<file path="src/rtl/spi_slv_pkg.sv">
package spi_slv_pkg;
  typedef enum logic [1:0] {
    PH_CMD = 2'd0,
    PH_WR  = 2'd1,
    PH_RD  = 2'd2
  } phase_e;
endpackage

</file>
<file path="src/rtl/spi_slv_sync.sv">
module spi_slv_sync #(
  parameter int unsigned WIDTH  = 2,
  parameter int unsigned STAGES = 2,
  parameter logic [WIDTH-1:0] RST_VAL = '0
) (
  input  logic             clk_i,
  input  logic             rst_ni,
  input  logic [WIDTH-1:0] d_i,
  output logic [WIDTH-1:0] q_o
);
  for (genvar b = 0; b < WIDTH; b++) begin : g_bit
    logic [STAGES-1:0] sr;
    always_ff @(posedge clk_i or negedge rst_ni) begin
      if (!rst_ni) sr <= {STAGES{RST_VAL[b]}};
      else         sr <= {sr[STAGES-2:0], d_i[b]};
    end
    assign q_o[b] = sr[STAGES-1];
  end
endmodule

</file>
<file path="src/rtl/spi_slv_rx.sv">
module spi_slv_rx #(
  parameter int unsigned DATA_W = 8,
  localparam int unsigned CNT_W = $clog2(DATA_W)
) (
  input  logic              clk_i,
  input  logic              rst_ni,
  input  logic              cs_act_i,
  input  logic              sck_rise_i,
  input  logic              si_i,
  input  logic              hold_i,
  output logic [CNT_W-1:0]  bit_cnt_o,
  output logic              byte_done_o,
  output logic [DATA_W-1:0] byte_o,
  output logic [DATA_W-1:0] sh_o
);
  localparam logic [CNT_W-1:0] LAST = CNT_W'(DATA_W - 1);

  logic [CNT_W-1:0]  cnt_q;
  logic [DATA_W-1:0] sh_q;

  always_ff @(posedge clk_i or negedge rst_ni) begin
    if (!rst_ni) begin
      cnt_q <= '0;
      sh_q  <= '0;
    end else if (!cs_act_i) begin
      cnt_q <= '0;
    end else if (sck_rise_i) begin
      cnt_q <= (cnt_q == LAST) ? '0 : cnt_q + 1'b1;
      // read-data bytes keep framing but never touch the shifter
      if (!hold_i) sh_q <= {sh_q[DATA_W-2:0], si_i};
    end
  end

  assign bit_cnt_o   = cnt_q;
  assign byte_done_o = cs_act_i & sck_rise_i & (cnt_q == LAST);
  assign byte_o      = {sh_q[DATA_W-2:0], si_i};
  assign sh_o        = sh_q;
endmodule

</file>
<file path="src/rtl/spi_slv_tx.sv">
module spi_slv_tx #(
  parameter int unsigned DATA_W = 8
) (
  input  logic              clk_i,
  input  logic              rst_ni,
  input  logic              active_i,
  input  logic              load_i,
  input  logic [DATA_W-1:0] load_data_i,
  input  logic              sck_fall_i,
  input  logic              first_bit_i,
  input  logic              byte_end_i,
  output logic              so_o,
  output logic              oe_o
);
  logic [DATA_W-1:0] sh_q;
  logic              oe_q;

  always_ff @(posedge clk_i or negedge rst_ni) begin
    if (!rst_ni) begin
      sh_q <= '0;
    end else if (load_i) begin
      sh_q <= load_data_i;
    end else if (active_i && sck_fall_i && !first_bit_i) begin
      sh_q <= {sh_q[DATA_W-2:0], 1'b0};
    end
  end

  always_ff @(posedge clk_i or negedge rst_ni) begin
    if (!rst_ni)                       oe_q <= 1'b0;
    else if (!active_i || byte_end_i)  oe_q <= 1'b0;
    else if (sck_fall_i && first_bit_i) oe_q <= 1'b1;
  end

  assign so_o = oe_q & sh_q[DATA_W-1];
  assign oe_o = oe_q;
endmodule

</file>
<file path="src/rtl/spi_reg_slave.sv">
module spi_reg_slave
  import spi_slv_pkg::*;
#(
  parameter int unsigned DATA_W      = 8,
  parameter int unsigned SYNC_STAGES = 2,
  localparam int unsigned ADDR_W = DATA_W - 1,
  localparam int unsigned CNT_W  = $clog2(DATA_W)
) (
  input  logic              clk_i,
  input  logic              rst_ni,
  input  logic              sck_i,
  input  logic              cs_ni,
  input  logic              si_i,
  output logic              so_o,
  output logic              so_oe_o,
  output logic              reg_we_o,
  output logic              reg_re_o,
  output logic [ADDR_W-1:0] reg_addr_o,
  output logic [DATA_W-1:0] reg_wdata_o,
  input  logic [DATA_W-1:0] reg_rdata_i
);
  logic [2:0] pins_s;
  logic       sck_s, cs_n_s, si_s, sck_q;
  logic       cs_act, sck_rise, sck_fall;

  spi_slv_sync #(.WIDTH(3), .STAGES(SYNC_STAGES), .RST_VAL(3'b010)) u_sync (
    .clk_i (clk_i),
    .rst_ni(rst_ni),
    .d_i   ({si_i, cs_ni, sck_i}),
    .q_o   (pins_s)
  );
  assign {si_s, cs_n_s, sck_s} = pins_s;

  always_ff @(posedge clk_i or negedge rst_ni) begin
    if (!rst_ni) sck_q <= 1'b0;
    else         sck_q <= sck_s;
  end

  assign cs_act   = ~cs_n_s;
  assign sck_rise = sck_s & ~sck_q;
  assign sck_fall = ~sck_s & sck_q;

  phase_e            phase_q;
  logic [ADDR_W-1:0] addr_q;
  logic              rd_pend_q, we_q;
  logic [DATA_W-1:0] wdata_q;
  logic [CNT_W-1:0]  bit_cnt;
  logic              byte_done;
  logic [DATA_W-1:0] rx_byte, rx_sh;

  spi_slv_rx #(.DATA_W(DATA_W)) u_rx (
    .clk_i      (clk_i),
    .rst_ni     (rst_ni),
    .cs_act_i   (cs_act),
    .sck_rise_i (sck_rise),
    .si_i       (si_s),
    .hold_i     (phase_q == PH_RD),
    .bit_cnt_o  (bit_cnt),
    .byte_done_o(byte_done),
    .byte_o     (rx_byte),
    .sh_o       (rx_sh)
  );

  always_ff @(posedge clk_i or negedge rst_ni) begin
    if (!rst_ni) begin
      phase_q   <= PH_CMD;
      addr_q    <= '0;
      rd_pend_q <= 1'b0;
      we_q      <= 1'b0;
      wdata_q   <= '0;
    end else begin
      we_q      <= 1'b0;
      rd_pend_q <= 1'b0;
      if (we_q) addr_q <= addr_q + 1'b1;
      if (!cs_act) begin
        phase_q <= PH_CMD;
      end else if (byte_done) begin
        unique case (phase_q)
          PH_CMD: begin
            addr_q <= rx_byte[ADDR_W-1:0];
            if (rx_byte[DATA_W-1]) begin
              phase_q   <= PH_RD;
              rd_pend_q <= 1'b1;
            end else begin
              phase_q <= PH_WR;
            end
          end
          PH_WR: begin
            we_q    <= 1'b1;
            wdata_q <= rx_byte;
          end
          PH_RD: begin
            addr_q    <= addr_q + 1'b1;
            rd_pend_q <= 1'b1;
          end
          default: phase_q <= PH_CMD;
        endcase
      end
    end
  end

  spi_slv_tx #(.DATA_W(DATA_W)) u_tx (
    .clk_i      (clk_i),
    .rst_ni     (rst_ni),
    .active_i   (cs_act && phase_q == PH_RD),
    .load_i     (rd_pend_q),
    .load_data_i(reg_rdata_i),
    .sck_fall_i (sck_fall),
    .first_bit_i(bit_cnt == '0),
    .byte_end_i (byte_done && phase_q == PH_RD),
    .so_o       (so_o),
    .oe_o       (so_oe_o)
  );

  assign reg_we_o    = we_q;
  assign reg_re_o    = rd_pend_q;
  assign reg_addr_o  = addr_q;
  assign reg_wdata_o = wdata_q;
endmodule

</file>
<file path="config.mk">
export PLATFORM = sky130hd
export DESIGN_NAME = spi_reg_slave
export DESIGN_NICKNAME = d
export VERILOG_FILES = /design/src/rtl/spi_slv_pkg.sv /design/src/rtl/spi_slv_sync.sv /design/src/rtl/spi_slv_rx.sv /design/src/rtl/spi_slv_tx.sv /design/src/rtl/spi_reg_slave.sv
export SDC_FILE = /design/constraint.sdc
export NUM_CORES = 1
export LEC_CHECK = 0
export ABC_CLOCK_PERIOD_IN_PS = 2300
export CORE_ASPECT_RATIO = 0.9
export CORE_MARGIN = 5
export CORE_UTILIZATION = 53
export DETAILED_ROUTE_END_ITERATION = 10
export PLACE_DENSITY_LB_ADDON = 0.2
export SLEW_MARGIN = 20
export SYNTH_ARGS = -nofsm -noshare
export SYNTH_HDL_FRONTEND = slang
export SYNTH_SLANG_ARGS = --single-unit
</file>
<file path="constraint.sdc">
create_clock -name clk_i -period 2.3 [get_ports clk_i]
set_input_delay 0.46 -clock clk_i [delete_from_list [all_inputs] [get_ports clk_i]]
set_output_delay 0.46 -clock clk_i [all_outputs]
set_load 0.01 [all_outputs]
</file>
==> results of run 1 <==
layout make-up:
cell class	count	area share
multi-input combinational	120	0.351
tap	46	0.0227
timing repair buffer	34	0.129
clock inverter	2	0.0138
sequential	45	0.445
clock buffer	6	0.0286
inverter	6	0.00888
Yosys cell counts (2+ instances only):
cell type / n / area (um^2)
ha_1: 7 / 87.6
a22oi_1: 2 / 15.0
o21ai_0: 12 / 60.1
nand2_1: 17 / 63.8
o22ai_1: 2 / 12.5
buf_2: 2 / 10.0
inv_1: 6 / 22.5
mux2i_1: 11 / 110
buf_6: 2 / 22.5
nor2_1: 9 / 33.8
nand2b_1: 2 / 12.5
and2_1: 2 / 12.5
clkbuf_1: 3 / 11.3
nor3_1: 2 / 10.0
dfstp_2: 2 / 52.6
a21oi_1: 7 / 35.0
o221ai_1: 3 / 26.3
nand3_1: 4 / 20.0
dfrtp_1: 43 / 1080
mux2_2: 15 / 169
and3_1: 2 / 12.5
xor2_1: 4 / 35.0
nand3b_1: 2 / 15.0
stage by stage:
stage | cell area (um^2) | util
2_1_floorplan | 2090 | -
3_3_place_gp | 2430 | 0.646
3_5_place_dp | 2430 | 0.646
4_1_cts | 2530 | 0.675
5_1_grt | 2530 | 0.675
6_report | 2530 | 0.675
worst register-to-register path: stages (launching register included):
cell and delay, ps:
dfrtp_1 390, ha_1 170, ha_1 180, nor4bb_4 480, nand2_1 200, a21boi_1 250, o221ai_1 140
kinds of logic after synthesis:
| logic type | count (synthesis) | share of synthesized area |
|---|---|---|
| and+or+nand+nor | 51 | 0.137 |
| AOI/OAI and AO/OA | 32 | 0.0968 |
| buffers and inverters | 15 | 0.0358 |
| DFF | 45 | 0.539 |
| xor gates and xnor gates | 4 | 0.0167 |
| muxes | 26 | 0.133 |
| adders and majority gates | 7 | 0.0418 |
metal layers:
| layer | track usage | wire length [um] | vias to the layer above |
|---|---|---|---|
| met3 | 0.0636 | 266 | 5 |
| met1 | 0.216 | 1810 | 698 |
| li1 | - | - | 695 |
| met2 | 0.237 | 1900 | 39 |
| met5 | 0 | 0 | - |
| met4 | 0.0544 | 31 | 0 |
report_power, final:
group,internal [mW],total (mW),switching (mW)
clock network,0.322,0.568,0.246
registers,0.850,0.921,0.0711
logic,0.0747,0.118,0.0431
total,1.25,1.61,0.360
worst paths after layout:
| kind | from | endpoint | slack, ps |
|---|---|---|---|
| max | reg_re_o | reg_re_o | 340 |
| min | rst_ni | u_tx.sh_q[3] | 180 |
| max reg2reg | u_rx.bit_cnt_o[0] | reg_addr_o[5] | 360 |
| min reg2reg | u_sync.g_bit[1].sr[0] | u_sync.g_bit[1].sr[1] | 360 |
| max in group asynchronous | rst_ni | u_sync.g_bit[1].sr[0] | 1470 |
| min in group clk_i | u_sync.g_bit[1].sr[0] | u_sync.g_bit[1].sr[1] | 360 |
registers in the layout, summed over array words and instances (netlist names):
register,cells
u_rx.bit_cnt_o,3
reg_wdata_o,8
u_tx.oe_o,1
u_sync.g_bit.sr,6
phase_q,2
u_tx.sh_q,8
reg_we_o,1
u_rx.sh_o,7
sck_q,1
reg_re_o,1
reg_addr_o,7
==> results by stage, run 1 <==
Yosys:
- The Yosys step of the flow raised 0 warnings.
- The number of enable-type register cells in the synthesized netlist is 0.
- Yosys mapped the design onto 42 distinct sky130hd cell types.
- The per-instance average area after synthesis is ~12 um^2.
- The gate count after technology mapping is 180.
- The predominant post-synthesis flop cell is dfrtp_1.
- Summing every instance area after synthesis gives roughly 2100 um^2.
- Counting flops and latches in the post-synthesis netlist gives 45.
- The async set-reset flop share out of synthesis is 1.00.
- When the netlist entered floorplanning its net count stood at 200.
- The share of the Yosys chip area taken by registers is 0.539.

Layout:
- The number of nets in the finished design is roughly 230.
- The area of combinational cells with multiple inputs is a little under 900 um^2.
- The fraction of final layout cells with drive strength greater than 1 is 0.160.
- From synthesis to final layout, the design area changed by 21.0%.
- The repair_antennas step left the layout with diodes totalling 0.
- The fill cell total of the finished layout is 298.
- Registers take between 1000 and 1500 um^2.
- The post-layout instance count excluding filler cells is about 260.
- Leaving out fill and tap cells, the most frequent cells in the layout are dfrtp_1 (43), clkdlybuf4s50_1 (30), nand2_1 (17), mux2_2 (15), o21ai_0 (12).
- The library cell used most frequently in the layout, excluding fill and tap cells, is dfrtp_1.

Route:
- Using the TritonRoute via totals, the vias-per-cell ratio works out to between 5 and 6.
- The iteration-0 DRC count of the detailed router is between 150 and 200.
- The routed layout has 1437 vias.
- The total wirelength of the detailed-routed design is 4.00 mm.
- The number of design rule violations left after detail routing is 0.
- The average routed wire per standard cell is roughly 15 um.
- The first TritonRoute pass finished after 4 iterations.
- The antenna violation net count after detailed routing is 0.

Timing:
- The pin slew with the least headroom to its limit is between 600 and 700 ps.
- Across all setup checks in the final design, the least slack found is roughly 340 ps.
- The share of the clock period used by the worst path is 0.851.
- After layout, the minimum clock period comes to about 2000 ps.
- The count of endpoints failing hold in the final timing report came to 0.
- The final-report max-slew violation count is 0.
- The tightest hold path in the finished design has a slack of about 180 ps.
- Derived from the worst setup path, the maximum achievable clock frequency is 511 MHz.
- Setup repair after global routing left no endpoint under its margin.
- Summed over all failing endpoints, the final setup total negative slack is 0 ps.
- The count of endpoints failing setup in the final report is 0.
- Measured against its own limit, the worst slew margin works out to 0.582.
- The worst setup skew after layout is about 6 ps.

Setup path:
- The number of buffers and inverters on the critical path is 1.
- The top cell family by delay on the critical path is buffers and inverters.
- Along the worst path, the maximum fanout reaches 17.
- For this design, the slowest cell found on the critical path is clkdlybuf4s50_1.
- The type of the setup path with the least slack is reg2out.
- At the worst endpoint, the required time is between 1500 and 2000 ps.
- Traced cell by cell, the critical path runs through clkdlybuf4s50_1.
- The kind of capture point of the worst setup path is an output port.
- The worst register-to-register path has a depth of 6.
- In this run the number of cells on the critical path is 1.
- STA classifies the critical path startpoint as a flop.
- The largest single stage delay on the critical path is between 600 and 700 ps.
- The data arrival time of the worst path is ~1500 ps.

Flow run:
- The tool flagged a number of max-cap violations equal to 0.

Global routing:
- The via count of the first global-routing pass is 1511.
- The overall track demand over capacity in global routing is 0.161.
- The number of antenna violations at the first check in global routing is 0.
- The maximum number of pins on one net before global-route repair is 30.
- The wire length of the first global-routing pass is roughly 7 mm.
- The global-route congestion overflow total is 0.

Clocking:
- In this run the deepest clock path goes through 2 buffers.
- After clock tree synthesis, the clock-pin slew on the worst setup and hold paths is 80 ps.
- The later-pin clock latency in the skew report is just under 300 ps.
- CTS saw 45 sinks.
- CTS built an H-tree with a depth of 2.
- The TritonCTS clock tree is built.
- Post-CTS repair changed the size of 0 cells.
- In this run, post-CTS hold repair placed 0 buffers.
- The post-CTS repair timing setup buffer count is 0.
- The number of buffers inserted during clock tree synthesis is 5.
- The clock root buffer is clkbuf_8.

Floorplan:
- The area of the core region is roughly 3800 um^2.
- The floorplan die width is approximately 76 um.
- The die is a little under 70 um tall.
- For this configuration, the core starts out at a cell density of 0.557.
- The die covers 5310 um^2.
- 32 I/O pins were placed.
- The placement row count is 21.

Place:
- The half-perimeter wire length after placement is 3.00 mm.
- Once placement completed, the tool counted placed cells totaling ~250.
- Routability-driven placement finished with a final weighted congestion of about 0.82.
- Input and output buffers added on the ports amount to 31.
- The worst setup timing slack at the placement stage is roughly 360 ps.

Power and ir drop:
- The analysis attributes to cell leakage a power of 1.16 nW.
- IR analysis of the VDD net gives a maximum drop of about 0.52 mV.
- The power per cell area is around 630 nW/um^2.
- The overall power consumption is around 1.6 mW.

Run status:
- The run finished with clean final reports.

Worst hold path:
- The path class of the lowest-slack min-delay path is in2async.
(Power assumes the default switching activity.)
==> inputs of run 2 (changes only) <==
Settings changed: GPL_TIMING_DRIVEN from default to 0, RECOVER_POWER from default to 25, SLEW_MARGIN 20 to 30.
==> results by stage, run 2 (synthesized netlist as in run 1, its figures left out) <==
Run status:
- The run finished with clean final reports.

Setup path:
- The highest net fanout along the worst path is 10 (-7).
- The data arrival time of the worst path was 2020 ps (+520 ps).
- The type of the setup path with the least slack is reg2reg.
- The required time at the endpoint of the critical path is 2470 ps (+630 ps).
- The depth of the worst register-to-register path came to 6 (unchanged).
- The worst setup path is launched from a flop.
- The worst setup path is captured at a flop.

Global routing:
- The via count of the first global-routing pass is 1562 (+3.4%).
- The overall track demand over capacity in global routing was 0.168 (+0.00705).
- The number of antenna violations at the first check in global routing was 0 (unchanged).
- The global-route congestion overflow total is 0 (unchanged).
- The wire length of the first global-routing pass is 7.31 mm (+4.7%).
- The maximum number of pins on one net before global-route repair is 24 (-20%).

Power and ir drop:
- The cell leakage power is 1.19 nW (+2.4%).
- The largest vdd supply drop is 0.433 mV (-16%).
- The power per cell area came to 639 nW/um^2 (+0.83%).
- The overall power consumption was 1.66 mW (+3.6%).

Route:
- The iteration-0 DRC count of the detailed router came to 93 (-43%).
- The total wirelength of the detailed-routed design is 4.32 mm (+7.8%).
- The number of vias in the routed layout came to 1507 (+4.9%).
- The detailed-route vias per instance came to 5.67 (+2.1%).
- The average routed wire per standard cell is 16.2 um (+5.0%).
- The total iterations of the first detailed-routing run is 4 (unchanged).
- The number of design rule violations left after detail routing is 0 (unchanged).
- The antenna violation net count after detailed routing is 0 (unchanged).

Clocking:
- The clock root buffer is clkbuf_8.
- The post-CTS repair timing setup buffer count is 0 (unchanged).
- The clock transition at the registers of the reported paths came to 80 ps (about the same).
- The number of buffers inserted during clock tree synthesis is 5 (unchanged).
- The number of sinks on the clock net came to 45 (unchanged).
- The maximum clock path buffer count was 2 (unchanged).
- The deepest level of the CTS H-tree came to 2 (unchanged).
- The TritonCTS clock tree is built.
- The later-pin clock latency in the skew report is 300 ps (about the same).
- The count of cells resized by post-cts repair is 0 (unchanged).
- The number of hold buffers added after CTS is 0 (unchanged).

Timing:
- The share of the clock period used by the worst path was 0.807 (-0.0444).
- The highest achievable clock rate is 539 MHz (+5.5%).
- Setup repair after global routing left no endpoint under its margin.
- The count of endpoints failing hold in the final timing report is 0 (unchanged).
- The time the worst path needs with I/O delays and setup is 1860 ps (-102 ps).
- The count of endpoints failing setup in the final report is 0 (unchanged).
- The final-report max-slew violation count came to 0 (unchanged).
- The headroom to the max-slew limit is 0.0978 (-0.484).
- The aggregate negative setup slack is 0 ps (unchanged).
- The worst setup skew after layout came to 6.30 ps (+0.367 ps).
- The pin slew with the least headroom to its limit is 1350 ps (+726 ps).

Layout:
- The post-route cell area is 2600 um^2 (+2.7%).
- The fill cell total of the finished layout is 262 (-12%).
- The top cell types in the final layout, fill and taps aside, are dfrtp_1 (43), clkdlybuf4s50_1 (29), nand2_1 (17), mux2_2 (15), o21ai_0 (12).
- The post-layout instance count excluding filler cells is 266 (+2.7%).
- The number of diodes is 0 (unchanged).
- The number of nets in the finished design came to 239 (+3.0%).
- The utilization of the core after routing is 0.693 (+0.0183).
- The fraction of final layout cells with drive strength greater than 1 came to 0.168 (+0.00856).
- The library cell used most frequently in the layout, excluding fill and tap cells, is dfrtp_1.
- The area growth from synthesis to layout is 24.3%.

Floorplan:
- The total I/O pin count is 32 (unchanged).
- The floorplan die width was 76.3 um (unchanged).
- The area of the core region was 3760 um^2 (unchanged).
- The placement row count was 21 (unchanged).
- The initial standard-cell utilization of the core came to 0.557 (unchanged).
- The area enclosed by the die boundary is 5310 um^2 (unchanged).
- The die extent in y is 69.6 um (unchanged).

Flow run:
- The number of max-capacitance violations reported is 0 (unchanged).

Worst hold path:
- The path class of the lowest-slack min-delay path is reg2reg.
- The hold-critical path depth is 0.

Place:
- The routability congestion estimate from global placement is 0.840 (+1.8%).
- The half-perimeter wire length after placement is 3.17 mm (+5.5%).
- The placed cell area is 2480 um^2 (+2.4%).
- The placed cell count is 258 (+2.8%).
- The number of buffer cells added on primary ports is 31 (unchanged).
## run 2: power breakdown
part	switching, mW	internal [mW]	total [mW]
registers	0.0716	0.850	0.921
clock network	0.264	0.353	0.617
logic	0.0467	0.0791	0.126
## run 2: through the flow
stage / setup WS [ps] / hold slack (ps)
3_5_place_dp: 489 / 345
4_1_cts: 460 / 155
3_3_place_gp: -303 / 332
2_1_floorplan: 645 / 164
6_report: 445 / 362
5_1_grt: 325 / 365
## run 2: layout make-up
class	instances	area (um^2)	share of cell area
multi-input cells	120	891	0.342
plain buffers	9	52.6	0.0202
clock inverters	2	37.5	0.0144
clock buffers	6	82.6	0.0317
repair buffers	32	332	0.127
inverters	6	22.5	0.00865
well taps	46	57.6	0.0221
flip-flops and latches	45	1130	0.433
## run 2: worst paths after layout
| kind | start | endpoint | slack (ps) |
|---|---|---|---|
| worst max-delay path | phase_q[0] | reg_addr_o[6] | 440 |
| worst min-delay path | u_sync.g_bit[0].sr[0] | u_sync.g_bit[0].sr[1] | 360 |
| worst max register to register | phase_q[0] | reg_addr_o[6] | 440 |
| worst min register to register | u_sync.g_bit[0].sr[0] | u_sync.g_bit[0].sr[1] | 360 |
| max in group asynchronous | rst_ni | u_sync.g_bit[1].sr[1] | 1040 |
| min in group asynchronous | rst_ni | u_tx.sh_q[4] | 450 |
## run 2: critical path, stage by stage, from the launching register on
cell	delay (ps)
dfrtp_1	400
inv_1	90
ha_1	290
clkbuf_1	390
a21oi_1	160
o221ai_1	250
o311ai_2	150
## run 2: metal layers
layer	GRT usage	wire [um]	vias to the layer above
met2	0.279	2080	43
li1	-	-	714
met3	0.0532	232	8
met1	0.204	1930	742
met4	0.0621	67	0
met5	0	0	-
==> inputs of run 3 (changes only) <==
Settings changed: ABC_CLOCK_PERIOD_IN_PS 2300 to 1650, CORE_UTILIZATION 53 to 48.
Clock period 2.3 ns to 1.65 ns, I/O delays scaled along.
==> results by stage, run 3 (synthesized netlist as in run 1, its figures left out) <==
Layout:
- The fraction of final layout cells with drive strength greater than 1 is 0.279 (+0.111).
- Relative to the synthesized area, the layout overhead comes to 35.1%.
- The library cells used most frequently in the layout, excluding fill and tap cells, are dfrtp_1 (38), clkdlybuf4s50_1 (25), nand2_1 (16), mux2_2 (15).
- The fill cell total of the finished layout is 305 (+16%).
- The number of diodes is 0 (unchanged).
- The number of nets in the finished design is 248 (+3.8%).
- The utilization of the core after routing is 0.681 (-0.0124).
- The post-layout instance count excluding filler cells is 289 (+8.6%).
- The library cell used most frequently in the layout, excluding fill and tap cells, is dfrtp_1.

Route:
- The average routed wire per standard cell is 16.2 um (-0.26%).
- The iteration-0 DRC count of the detailed router is 95 (+2.2%).
- The antenna violation net count after detailed routing was 0 (unchanged).
- The number of vias in the routed layout is 1553 (+3.1%).
- The total iterations of the first detailed-routing run is 4 (unchanged).
- The total wirelength of the detailed-routed design is 4.68 mm (+8.4%).
- The detailed-route vias per instance is 5.37 (-5.1%).
- The number of design rule violations left after detail routing is 0 (unchanged).

Floorplan:
- The area of the core region is 4160 um^2 (+11%).
- The placement row count is 22 (+4.8%).
- The area enclosed by the die boundary is 5790 um^2 (+8.9%).
- The die extent in y is 72.7 um (+4.3%).
- The initial standard-cell utilization of the core was 0.504 (-0.0535).
- The floorplan die width came to 79.6 um (+4.4%).
- The total I/O pin count came to 32 (unchanged).

Setup path:
- On the critical path, the stage with the largest delay is an instance of dfrtp_1.
- The required time at the endpoint of the critical path is 1850 ps (-620 ps).
- In this design, the largest share of critical-path delay is due to flip-flops.
- The kind of capture point of the worst setup path is a flop.
- The highest net fanout along the worst path is 8 (-2).
- The signal on the critical path passes through ha_2 > ha_4 > nor4bb_4 > buf_6 > a21o_1 > and3_1 > o31ai_1.
- The delay of the slowest cell on the worst path was 400 ps (about the same).
- The count of buffer and inverter cells on the critical path is 1 (-1).
- The worst setup path is launched from a flop.
- The setup path with the least slack is of type reg2reg.
- The data arrival time of the worst path came to 1930 ps (-90 ps).

Timing:
- The count of endpoints failing hold in the final timing report is 0 (unchanged).
- The final-report max-slew violation count is 0 (unchanged).
- The count of endpoints failing setup in the final report is 12 (+12).
- Setup repair after global routing could not meet its margin everywhere.
- The time the worst path needs with I/O delays and setup is 1730 ps (-125 ps).
- The share of the clock period used by the worst path is 1.05 (+0.242).
- The headroom to the max-slew limit came to 0.116 (+0.0184).
- The hold slack is 315 ps (-47.5 ps).
- The pin slew with the least headroom to its limit is 1330 ps (-27.7 ps).
- The setup slack of the critical path after layout came to -80.8 ps (-525 ps).
- The worst setup skew after layout is 3.67 ps (-2.63 ps).
- The highest achievable clock rate was 578 MHz (+7.2%).

Run status:
- The final reports fail on setup timing.
- The run finished, with violations left.

Global routing:
- The wire length of the first global-routing pass is 7.59 mm (+3.9%).
- The number of antenna violations at the first check in global routing was 0 (unchanged).
- The global-route congestion overflow total is 0 (unchanged).
- The via count of the first global-routing pass was 1576 (+0.90%).
- The maximum number of pins on one net before global-route repair is 25 (+4.2%).
- The overall track demand over capacity in global routing is 0.170 (+0.00228).

Power and ir drop:
- The switching power came to 0.529 mW (+38%).
- The clock network fraction of total power came to 0.359 (-0.012).
- The share of power burned in combinational logic is 0.080 (+0.004).
- The largest vdd supply drop came to 0.592 mV (+37%).
- The overall power consumption is 2.28 mW (+37%).
- The switching power share of the total is 0.232 (+0.00202).
- The fraction of power consumed by sequential logic came to 0.561 (+0.007).
- The power per cell area is 807 nW/um^2 (+26%).
- The cell internal power dissipation is 1.75 mW (+37%).
- The cell leakage power is 1.27 nW (+6.9%).

Clocking:
- TritonCTS built the clock tree.
- The number of buffers inserted during clock tree synthesis is 5 (unchanged).
- The clock root buffer is clkbuf_8.
- The maximum clock path buffer count is 2 (unchanged).
- The clock transition at the registers of the reported paths is 80 ps (about the same).
- The number of hold buffers added after CTS is 0 (unchanged).
- The later-pin clock latency in the skew report is 290 ps (about the same).
- The deepest level of the CTS H-tree came to 2 (unchanged).
- The number of sinks on the clock net came to 45 (unchanged).

Place:
- The half-perimeter wire length after placement was 3.22 mm (+1.7%).
- The placed cell count is 272 (+5.4%).
- The number of buffer cells added on primary ports is 31 (unchanged).
- The routability congestion estimate from global placement is 0.821 (-2.3%).

Flow run:
- The number of max-capacitance violations reported came to 0 (unchanged).

Worst hold path:
- The path class of the tightest hold or removal check is in2async.
## run 3: cell count changes in the layout (fill, tap and decap cells not counted), moves of 3 or more
| cell | change |
|---|---|
| buf_4 | +9 |
| dfrtp_1 | -5 |
| dfrtp_2 | +5 |
| clkdlybuf4s50_1 | -4 |
| buf_6 | +3 |
| ha_1 | -3 |
## run 3: worst paths after layout
kind / slack [ps] / cells past startpoint / endpoint / start
setup / recovery: -80 / 7 / reg_addr_o[3] / u_rx.bit_cnt_o[0]
hold / removal: 310 / 1 / u_tx.sh_q[4] / rst_ni
setup reg to reg: -80 / 7 / reg_addr_o[3] / u_rx.bit_cnt_o[0]
hold reg to reg: 360 / 0 / u_sync.g_bit[2].sr[1] / u_sync.g_bit[2].sr[0]
max in group asynchronous: 460 / 1 / reg_addr_o[2] / rst_ni
min in group clk_i: 360 / 0 / u_sync.g_bit[2].sr[1] / u_sync.g_bit[2].sr[0]
## run 3: power groups by stage
stage / registers [mW] / logic (mW) / clock network (mW)
after global routing: 1.29 / 0.205 / 0.883
final: 1.28 / 0.183 / 0.819
after detailed placement: 1.30 / 0.178 / 0
after CTS: 1.27 / 0.186 / 0.834
after global placement: 1.29 / 0.162 / 0
after floorplan: 1.26 / 0.108 / 0
## run 3: timing repair
item | CTS | global route
hold endpoints to repair | 0 | 0
setup endpoints to repair | 28 | 29
pin swaps | 4 | 3
gates cloned | 1 | 0
gates resized for setup | 15 | 20
setup buffers | 6 | 4
## run 3: stage by stage
step                area (um^2)  setup WS (ps)  TNS, ps
finish                     2830          -80.8     -693
global route               2830           -148    -1630
CTS                        2730          -72.2     -540
detailed placement         2500           -253    -1720
global placement           2480           -873   -38630
floorplan                  2100           18.8        0
## run 3: per-layer routing
| metal | track usage | vias up | wire, um |
|---|---|---|---|
| met5 | 0 | - | 0 |
| met4 | 0.0687 | 0 | 83 |
| met3 | 0.0457 | 10 | 182 |
| met2 | 0.295 | 43 | 2320 |
| met1 | 0.201 | 769 | 2090 |
| li1 | - | 731 | - |
## run 3: cell type report
type                    count  area, um^2  area share
clock inverters             2        38.8      0.0137
flip-flops and latches     45        1130       0.401
plain buffers               7        58.8      0.0208
well taps                  60        75.1      0.0265
multi-input cells         121        1010       0.359
clock buffers               6        72.6      0.0257
inverters                   6        22.5     0.00796
repair buffers             42         412       0.146
